### config.mk
export PLATFORM = sky130hd
export DESIGN_NAME = c2p_transposer
export DESIGN_NICKNAME = d
export VERILOG_FILES = /design/src/rtl/c2p_pkg.sv /design/src/rtl/c2p_rst_sync.sv /design/src/rtl/c2p_gather.sv /design/src/rtl/c2p_merge_stage.sv /design/src/rtl/c2p_emit.sv /design/src/rtl/c2p_transposer.sv
export SDC_FILE = /design/constraint.sdc
export NUM_CORES = 1
export LEC_CHECK = 0
export ABC_AREA = 1
export BUFFER_PORTS_ARGS = -buffer_cell sky130_fd_sc_hd__buf_2
export CAP_MARGIN = 20
export CORE_MARGIN = 2
export CORE_UTILIZATION = 48
export CTS_CLUSTER_DIAMETER = 60
export DETAILED_ROUTE_END_ITERATION = 16
export PLACE_DENSITY = 0.62
export SYNTH_ARGS = -nofsm -noshare
export SYNTH_HDL_FRONTEND = slang
export SYNTH_SLANG_ARGS = --single-unit
### constraint.sdc
create_clock -name clk -period 3.3 [get_ports clk]
set_input_delay 0.66 -clock clk [delete_from_list [all_inputs] [get_ports clk]]
set_output_delay 0.66 -clock clk [all_outputs]
set_load 0.1 [all_outputs]
### src/rtl/c2p_pkg.sv
package c2p_pkg;

  localparam int unsigned WORD_W  = 32;
  localparam int unsigned NWORDS  = 8;
  localparam int unsigned IDX_W   = $clog2(NWORDS);
  localparam int unsigned NSTAGES = 5;
  localparam int unsigned HELD_MAX = NWORDS * (NSTAGES + 2);

  typedef logic [WORD_W-1:0] word_t;
  typedef logic [NWORDS-1:0][WORD_W-1:0] group_t;

  // exchange distance of merge stage s: 16, 8, 4, 2, 1
  function automatic int unsigned stage_shift(int unsigned s);
    return (WORD_W / 2) >> s;
  endfunction

  // lower half of every block of twice the shift
  function automatic word_t stage_mask(int unsigned s);
    word_t m;
    int sh;
    sh = int'(stage_shift(s));
    for (int i = 0; i < int'(WORD_W); i++) begin
      m[i] = (((i / sh) % 2) == 0);
    end
    return m;
  endfunction

  // word-index bit that separates the two words of a pair in stage s
  function automatic int unsigned stage_pair_bit(int unsigned s);
    case (s)
      0: return 2;
      1: return 1;
      2: return 0;
      3: return 2;
      default: return 1;
    endcase
  endfunction

  // pipeline word that holds plane k after the last stage
  function automatic int unsigned plane_src(int unsigned k);
    logic [2:0] b;
    b = k[2:0];
    return {29'd0, b[1], b[0], b[2]};
  endfunction

endpackage

### src/rtl/c2p_rst_sync.sv
module c2p_rst_sync (
  input  logic clk,
  input  logic rst_n,
  output logic srst_n
);

  logic [1:0] sync_q;

  always_ff @(posedge clk or negedge rst_n) begin
    if (!rst_n) sync_q <= 2'b00;
    else        sync_q <= {sync_q[0], 1'b1};
  end

  assign srst_n = sync_q[1];

endmodule

### src/rtl/c2p_gather.sv
module c2p_gather
  import c2p_pkg::*;
(
  input  logic   clk,
  input  logic   rst_n,
  input  logic   in_valid,
  input  word_t  in_word,
  output logic   in_ready,
  output logic   grp_valid,
  output group_t grp_data,
  input  logic   grp_ready
);

  logic [IDX_W-1:0] cnt_q, cnt_d;
  logic             full_q, full_d;
  group_t           buf_q;
  logic             take, pass;
  logic [IDX_W-1:0] slot;

  assign pass     = full_q & grp_ready;
  assign in_ready = ~full_q | pass;
  assign take     = in_valid & in_ready;
  // word w is stored at slot NWORDS-1-w: complements the pixel index bits
  assign slot     = IDX_W'(NWORDS - 1) - cnt_q;

  always_comb begin
    cnt_d  = cnt_q;
    full_d = full_q;
    if (pass) full_d = 1'b0;
    if (take) begin
      if (cnt_q == IDX_W'(NWORDS - 1)) begin
        cnt_d  = '0;
        full_d = 1'b1;
      end else begin
        cnt_d = cnt_q + IDX_W'(1);
      end
    end
  end

  always_ff @(posedge clk or negedge rst_n) begin
    if (!rst_n) begin
      cnt_q  <= '0;
      full_q <= 1'b0;
    end else begin
      cnt_q  <= cnt_d;
      full_q <= full_d;
    end
  end

  always_ff @(posedge clk) begin
    if (take) buf_q[slot] <= in_word;
  end

  assign grp_valid = full_q;
  assign grp_data  = buf_q;

endmodule

### src/rtl/c2p_merge_stage.sv
module c2p_merge_stage
  import c2p_pkg::*;
#(
  parameter int unsigned SHIFT    = 16,
  parameter word_t       MASK     = 32'h0000FFFF,
  parameter int unsigned PAIR_BIT = 2
) (
  input  logic   clk,
  input  logic   rst_n,
  input  logic   in_valid,
  input  group_t in_data,
  output logic   up_ready,
  output logic   out_valid,
  output group_t out_data,
  input  logic   down_ready
);

  group_t merged;
  logic   vld_q, vld_d;
  logic   load;

  for (genvar i = 0; i < int'(NWORDS); i++) begin : g_word
    localparam int unsigned PARTNER = i ^ (1 << PAIR_BIT);
    word_t t;
    if (((i >> PAIR_BIT) & 1) == 0) begin : g_lo
      assign t         = ((in_data[i] >> SHIFT) ^ in_data[PARTNER]) & MASK;
      assign merged[i] = in_data[i] ^ (t << SHIFT);
    end else begin : g_hi
      assign t         = ((in_data[PARTNER] >> SHIFT) ^ in_data[i]) & MASK;
      assign merged[i] = in_data[i] ^ t;
    end
  end

  assign up_ready = ~vld_q | down_ready;
  assign load     = in_valid & up_ready;

  always_comb begin
    vld_d = vld_q;
    if (load)            vld_d = 1'b1;
    else if (down_ready) vld_d = 1'b0;
  end

  always_ff @(posedge clk or negedge rst_n) begin
    if (!rst_n) vld_q <= 1'b0;
    else        vld_q <= vld_d;
  end

  always_ff @(posedge clk) begin
    if (load) out_data <= merged;
  end

  assign out_valid = vld_q;

endmodule

### src/rtl/c2p_emit.sv
module c2p_emit
  import c2p_pkg::*;
(
  input  logic   clk,
  input  logic   rst_n,
  input  logic   grp_valid,
  input  group_t grp_data,
  output logic   grp_ready,
  output logic   out_valid,
  output word_t  out_word,
  input  logic   out_ready
);

  group_t           buf_q;
  group_t           perm;
  logic             loaded_q, loaded_d;
  logic [IDX_W-1:0] idx_q, idx_d;
  logic             last, fire, load;

  for (genvar k = 0; k < int'(NWORDS); k++) begin : g_plane
    assign perm[k] = grp_data[plane_src(k)];
  end

  assign last      = (idx_q == IDX_W'(NWORDS - 1));
  assign fire      = loaded_q & out_ready;
  assign grp_ready = ~loaded_q | (out_ready & last);
  assign load      = grp_valid & grp_ready;

  always_comb begin
    loaded_d = loaded_q;
    idx_d    = idx_q;
    if (fire) begin
      if (last) loaded_d = 1'b0;
      else      idx_d    = idx_q + IDX_W'(1);
    end
    if (load) begin
      loaded_d = 1'b1;
      idx_d    = '0;
    end
  end

  always_ff @(posedge clk or negedge rst_n) begin
    if (!rst_n) begin
      loaded_q <= 1'b0;
      idx_q    <= '0;
    end else begin
      loaded_q <= loaded_d;
      idx_q    <= idx_d;
    end
  end

  always_ff @(posedge clk) begin
    if (load) buf_q <= perm;
  end

  assign out_valid = loaded_q;
  assign out_word  = buf_q[idx_q];

endmodule

### src/rtl/c2p_transposer.sv
module c2p_transposer
  import c2p_pkg::*;
(
  input  logic        clk,
  input  logic        rst_n,
  input  logic        in_valid,
  input  logic [31:0] in_word,
  output logic        in_ready,
  output logic        out_valid,
  output logic [31:0] out_word,
  input  logic        out_ready
);

  logic               srst_n;
  logic               gather_ready;
  logic [NSTAGES:0]   stg_valid;
  logic [NSTAGES:0]   stg_ready;
  group_t             stg_data [NSTAGES+1];

  c2p_rst_sync u_rst (
    .clk    (clk),
    .rst_n  (rst_n),
    .srst_n (srst_n)
  );

  c2p_gather u_gather (
    .clk       (clk),
    .rst_n     (srst_n),
    .in_valid  (in_valid),
    .in_word   (in_word),
    .in_ready  (gather_ready),
    .grp_valid (stg_valid[0]),
    .grp_data  (stg_data[0]),
    .grp_ready (stg_ready[0])
  );

  assign in_ready = srst_n & gather_ready;

  for (genvar s = 0; s < int'(NSTAGES); s++) begin : g_stage
    c2p_merge_stage #(
      .SHIFT    (stage_shift(s)),
      .MASK     (stage_mask(s)),
      .PAIR_BIT (stage_pair_bit(s))
    ) u_merge (
      .clk        (clk),
      .rst_n      (srst_n),
      .in_valid   (stg_valid[s]),
      .in_data    (stg_data[s]),
      .up_ready   (stg_ready[s]),
      .out_valid  (stg_valid[s+1]),
      .out_data   (stg_data[s+1]),
      .down_ready (stg_ready[s+1])
    );
  end

  c2p_emit u_emit (
    .clk       (clk),
    .rst_n     (srst_n),
    .grp_valid (stg_valid[NSTAGES]),
    .grp_data  (stg_data[NSTAGES]),
    .grp_ready (stg_ready[NSTAGES]),
    .out_valid (out_valid),
    .out_word  (out_word),
    .out_ready (out_ready)
  );

endmodule

* Word level (Yosys, flattened, before mapping) *
Cells that the tools add are included.

storage, ports and cells
  flip-flop bits (word level) = 1,807
  latch bits = 0
  RAM bits = 0
  memory bits (read-only) = 0
  input bits = 36
  output and inout port bits = 34
  memories kept = 0

operators by class
  add/subtract/negate cells = 3
  multipliers = 0
  div/mod/pow operators = 0
  $lt $le $gt $ge = 3
  eq/ne operators = 3
  shift-type cells = 0
  mux-type cells = 25
  bitwise gates (word level) = 84
  reductions and logical operators = 10

operators by type and width
  kind                                                         number
  bitwise XOR 32 bit                                           20
  bitwise mux 256 bit                                          1
  bitwise XOR 32 x 16 -> 32 bit                                4
  bitwise XOR 32 x 24 -> 32 bit                                4
  bitwise XOR 32 x 28 -> 32 bit                                4
  bitwise XOR 32 x 30 -> 32 bit                                4
  bitwise XOR 32 x 31 -> 32 bit                                4
  bitwise XOR 31 bit                                           4
  bitwise XOR 30 bit                                           4
  bitwise XOR 28 bit                                           4
  binary-select mux 32 bit (select 3 bit)                      1
  demux 32 bit (select 3 bit)                                  1
  bitwise XOR 24 bit                                           4
  2-to-1 mux 32 bit                                            2
  bitwise XOR 16 bit                                           4
  2-to-1 mux 1 bit                                             16
  nonzero test 2 bit                                           7
  2-to-1 mux 3 bit                                             4
  bitwise AND 1 bit                                            10
  less-than comparator 3 x 4 -> 1 bit (second input constant)  2
  NOT 1 bit                                                    7
  OR 1 bit                                                     7
  adder 3 x 1 -> 3 bit (second input constant)                 2
  equality test 3 bit (second input constant)                  2
  5 further kinds                                              6

* Depth between registers and ports, before layout *
  depth in word-level cells = 12
  mapped depth = 10

* Cells and area by module *
Synthesis repeated with hierarchy kept, for this count alone.

unflattened totals
  cells, all modules = 3,385
  area total of the unflattened synthesis = 60,410.4 um2

modules (own cells, without submodules)
  module           instances  cells an instance  area each (um2)  seq. area each (um2)
  c2p_merge_stage  5          390                8,212.9          7,712.4
  c2p_emit         1          1,132              11,295.8         7,787.5
  c2p_gather       1          298                7,988.9          7,787.5
  c2p_rst_sync     1          3                  53.8             50.0
  c2p_transposer   1          2                  7.5              0.0

* Worst setup path after synthesis *
No wires, ideal clock.

  kind = register -> register
  start point = register u_emit.loaded_q, in the netlist u_emit.out_valid
  end point = register g_stage[1].u_merge.out_data[0] (netlist bit) (enable)
  library setup time = 881 ps
  data arrival time = 11,894 ps
  required time = 2,419 ps
  setup slack = -9,475 ps
  cell stages (with the launch flop) = 6
  buffers on the path = 0
  period minus slack after synthesis = 12,775 ps
  cells stage by stage = dfrtp_1 nand4_2 nor2_4 inv_2 nor2_1 nor2_1

on the way
  word-level cells in the longest chain between the ends = 7

RTL lines
  element                            RTL line               text
  from (decl)                        c2p_emit.sv:16         logic loaded_q, loaded_d;
  from (signal assigned)             c2p_emit.sv:47         loaded_q <= loaded_d;
  NOT 1 bit                          c2p_emit.sv:26         assign grp_ready = ~loaded_q | (out_ready & last);
  OR 1 bit                           c2p_emit.sv:26
  OR 1 bit (4 in a row)              c2p_merge_stage.sv:34  assign up_ready = ~vld_q | down_ready;
  bitwise AND 1 bit                  c2p_merge_stage.sv:35  assign load = in_valid & up_ready;
  named net g_stage[1].u_merge.load  c2p_merge_stage.sv:20  logic load;
  to (signal assigned)               c2p_merge_stage.sv:49  if (load) out_data <= merged;
  to (decl)                          c2p_merge_stage.sv:14  output group_t out_data,

The timed path passes the listed nets, and every way through them passes these cells.
A chain may end at the register's enable or synchronous reset.

* Final worst setup path *
  start point = register u_emit.idx_q[0]
  end point = output port out_word[31]

on the way
  word-level cells in the longest chain between the ends = 2

RTL lines
  element                                  RTL line              text
  from (decl)                              c2p_emit.sv:17        logic [IDX_W-1:0] idx_q, idx_d;
  from (signal assigned)                   c2p_emit.sv:48        idx_q <= idx_d;
  binary-select mux 32 bit (select 3 bit)  c2p_emit.sv:57        assign out_word = buf_q[idx_q];
  2-to-1 mux 32 bit (implied by the code)  c2p_emit.sv:57
  to (decl)                                c2p_transposer.sv:10  output logic [31:0] out_word,

Every way passes these cells. The select of a mux whose other input is x is not followed.

==> impl_summary.log <==
[metrics] normalized max-slew margin: 50.2%
[metrics] Max Clock Freq: 311 MHz
[metrics] compound-cell area share of the yosys netlist: 1.28%
[metrics] clk root buf: clkbuf_16
[metrics] highest fanout seen on the critical path: 12
[metrics] final cell area excluding filler cells: 66100 um2
[metrics] number of inserted diodes: 0
[metrics] floorplan die width: 355 um
[metrics] share of synthesized cell area in full adder, half adder and majority cells: 0.0846%
[metrics] clock-pin slew on the worst setup and hold paths: 0.06 ns
[metrics] grt total ovfl: 0
[metrics] PwrDens: 819 nW/um2
[metrics] area of the mapped netlist: 59200 um2
[metrics] post-place instance area: 60400 um2
[metrics] Worst IR Drop VDD: 0.00109 V
[metrics] global-route wire length before repair: 134000 um
[metrics] initial core utilization: 48.5%
[metrics] number of antenna violations at the first check in global routing: 9
[metrics] core area: 122000 um2
[metrics] # rows: 128
[metrics] most common library cells after synthesis: edfxtp_1 (1792), clkbuf_1 (654), nand2_1 (119)
[metrics] total via count in the routed design: 21000
[metrics] die height: 355 um
[metrics] fraction of post-synthesis cell area in the top cell type by area: 90.9%
[metrics] post-detailed-routing wire length: 89700 um
[metrics] setup ws final: 0.0881 ns
[metrics] simple-gate share of the synthesized area: 1.44%
[metrics] final hold violation count: 0
[metrics] CTS tree: built
[metrics] GR Util All Layers: 14.4%
[metrics] post-synthesis sequential element count: 1807
[metrics] final slew viol count: 0
[metrics] path class of the lowest-slack min-delay path: primary input to flip-flop
[metrics] Iter 0 DRT Violations: 1816
[metrics] pin count of the biggest net entering global routing: 97
[metrics] DRT Pass-1 Iters: 7
[metrics] most frequent cell after synthesis: edfxtp_1
[metrics] result of the run: complete, no violations
[metrics] Synth Instances: 2920
[metrics] via density per instance: 4.89
[metrics] proportion of register bits with asynchronous set or reset after synthesis: 0.830%
[metrics] Synth-to-Final Area Change: 11.7%
[metrics] vias in the first global route: 21600
[metrics] cts bufs inserted: 168
[metrics] CTS sink cnt: 1807
[metrics] die area: 126000 um2
[metrics] shortest clock period the worst path allows after layout: 3.21 ns
[metrics] Synth Net Count: 2960
[metrics] Max Cap Viol: 0
[metrics] Longest Clk Path Bufs: 3
[metrics] leakage component of the power: 21.0 nW
[metrics] routed wire length per instance: 20.9 um
[metrics] nets: 2580
[metrics] xor/xnor cell area share of the yosys netlist: 0%
[metrics] mux contribution to synthesized area: 1.08%
[metrics] endpoints failing setup: 0
[metrics] top_reg_cell synth: edfxtp_1
[metrics] yosys warns: 0
[metrics] post-place setup slack: 0.531 ns
[metrics] total DRC errors in the routed layout: 0
[metrics] proportion of layout cells with a drive suffix above 1: 15.8%
[metrics] Mean Syn Cell Area: 20.3 um2
[metrics] number of enable flip-flop cells after synthesis: 1792
[metrics] number of library cell types mapped by synthesis: 26
[metrics] detailed placement HPWL: 50900 um
[metrics] startpoint kind of the worst setup timing path: flip-flop
[metrics] sequential-to-total area share from yosys stat: 91.6%
[metrics] post-synth top area cell: edfxtp_1
[metrics] signal arrival time at the worst endpoint: 2.55 ns
[metrics] ANT nets after route: 0
[metrics] fraction of the cycle the final worst path needs: 97.3%
[metrics] transition time of the tightest slew-check pin: 0.747 ns
[metrics] final weighted congestion in routability-driven placement: 0.789
[metrics] CP Data Required Time: 2.64 ns
[metrics] Post-Route Skew: 0.0218 ns
[metrics] I/O pin cnt: 70
[metrics] number of levels the H-tree was split into: 4
[metrics] I/O Buffers: 69
[metrics] kind of end point of the critical path: primary output
[metrics] Clock Latency Late Sink: 0.75 ns
[metrics] Worst Path Class, Setup: flip-flop to primary output
[metrics] most area-consuming cells after synthesis: edfxtp_1 (91%), clkbuf_1 (4.1%), mux2i_1 (1.1%)
[metrics] combinational family with the most area after synthesis: buffers and inverters
[metrics] RSZ-0062 raised after global routing: no
stage by stage:
step / hold slack, ns / utilization (%) / setup TNS, ns / total power, mW / std cells
after detailed placement: 0.290 / 49.5 / 0 / 36.0 / 3987
final: 0.213 / 54.2 / 0 / 54.1 / 4297
after global routing: 0.189 / 54.2 / 0 / 56.0 / 4297
after floorplan: 0.169 / - / -3084.86 / 33.1 / 2920
after global placement: 0.262 / 49.5 / 0 / 35.9 / 3987
after CTS: 0.154 / 54.1 / -0.00684 / 54.7 / 4296
flip-flops by register name (all words and copies together) (netlist names):
name and flops:
u_rst.sync_q 2, u_gather.grp_data 256, u_emit.out_valid 1, u_gather.grp_valid 1, u_emit.buf_q 256, u_gather.cnt_q 3
g_stage.u_merge.out_valid 5, u_emit.idx_q 3, g_stage.u_merge.out_data 1280
power breakdown:
part	switching, mW	internal, mW
sequential	0.494	27.4
combinational	5.77	2.32
clock	7.66	10.5
total	13.9	40.2
per-layer routing:
| metal | routed length (um) | global-route usage, % | up-vias |
|---|---|---|---|
| met5 | 50 | 0 | - |
| met4 | 2720 | 5.67 | 8 |
| met3 | 4730 | 3.11 | 204 |
| met2 | 43900 | 23.2 | 529 |
| met1 | 38400 | 19.5 | 10700 |
| li1 | - | - | 9603 |
kinds of logic (layout without fill, tap and decap cells):
logic type | Yosys count | count (layout)
flip-flops | 1807 | 1807
AND/OR/NAND/NOR | 213 | 213
adder cells (fa/ha/maj) | 4 | 4
other | 1 | 1
multiplexers | 64 | 64
AO/OA/AOI/OAI | 133 | 133
buffers and inverters | 698 | 450
layout by cell type, fill, tap and decap left out, types with 9 or more instances in the layout:
| cell type | synthesis | final |
|---|---|---|
| buf_12 | 0 | 70 |
| nor2_1 | 79 | 67 |
| mux2i_1 | 64 | 60 |
| bufinv_16 | 0 | 10 |
| edfxtp_1 | 1792 | 1792 |
| clkinv_1 | 0 | 43 |
| o21ai_0 | 62 | 60 |
| clkbuf_1 | 654 | 41 |
| nand3_1 | 10 | 10 |
| clkbuf_16 | 0 | 175 |
| clkinv_2 | 0 | 17 |
| nand2_1 | 119 | 101 |
| o22ai_2 | 0 | 23 |
| buf_4 | 5 | 20 |
| buf_2 | 10 | 36 |
| dfrtp_1 | 15 | 12 |
| o22ai_1 | 65 | 42 |
| nor2_4 | 1 | 13 |
| nand2_2 | 1 | 14 |
| inv_1 | 13 | 9 |
cell type report:
type                       instances  area [um2]
tap                             1625        2030
timing repair buffer             133        1890
sequential                      1807       54200
clock buffer                     217        4540
fill                            9015       55900
multi-input combinational        415        2650
inverter                          15        73.8
clock inverter                    85         714
worst max-delay path, cell delays in order, from the launching register on:
cell	delay, ns
dfrtp_4	0.56
inv_4	0.18
clkbuf_16	0.23
nor2_1	0.08
o22ai_2	0.25
nand2_1	0.13
nand2_2	0.17
buf_12	0.19
final timing paths:
path                                                       endpoint  cells past startpoint  slack [ns]                        start
min                                 u_gather.grp_data[17]$_DFFE_PP_                      1        0.21                  in_word[17]
min in group asynchronous                 u_rst.sync_q[0]$_DFF_PN0_                      2        0.27                        rst_n
max in group asynchronous              u_emit.out_valid$_DFFE_PN0P_                      0        2.46    u_rst.sync_q[1]$_DFF_PN0_
max reg2reg                        u_gather.grp_data[125]$_DFFE_PP_                     10        0.45  u_emit.idx_q[0]$_DFFE_PN0P_
min reg2reg                g_stage[4].u_merge.out_valid$_DFFE_PN0P_                      0        0.30    u_rst.sync_q[1]$_DFF_PN0_
max                                                    out_word[31]                      7        0.09  u_emit.idx_q[0]$_DFFE_PN0P_
repair_timing:
item                       CTS  global route
buffers inserted             3             1
pin swaps                    1             1
setup endpoints to repair   31            18
gates resized for setup     50             9
hold buffers                 1             0
cloned                       3             1
hold endpoints to repair     2             0
Note: power is estimated with default switching activity, not from simulation.
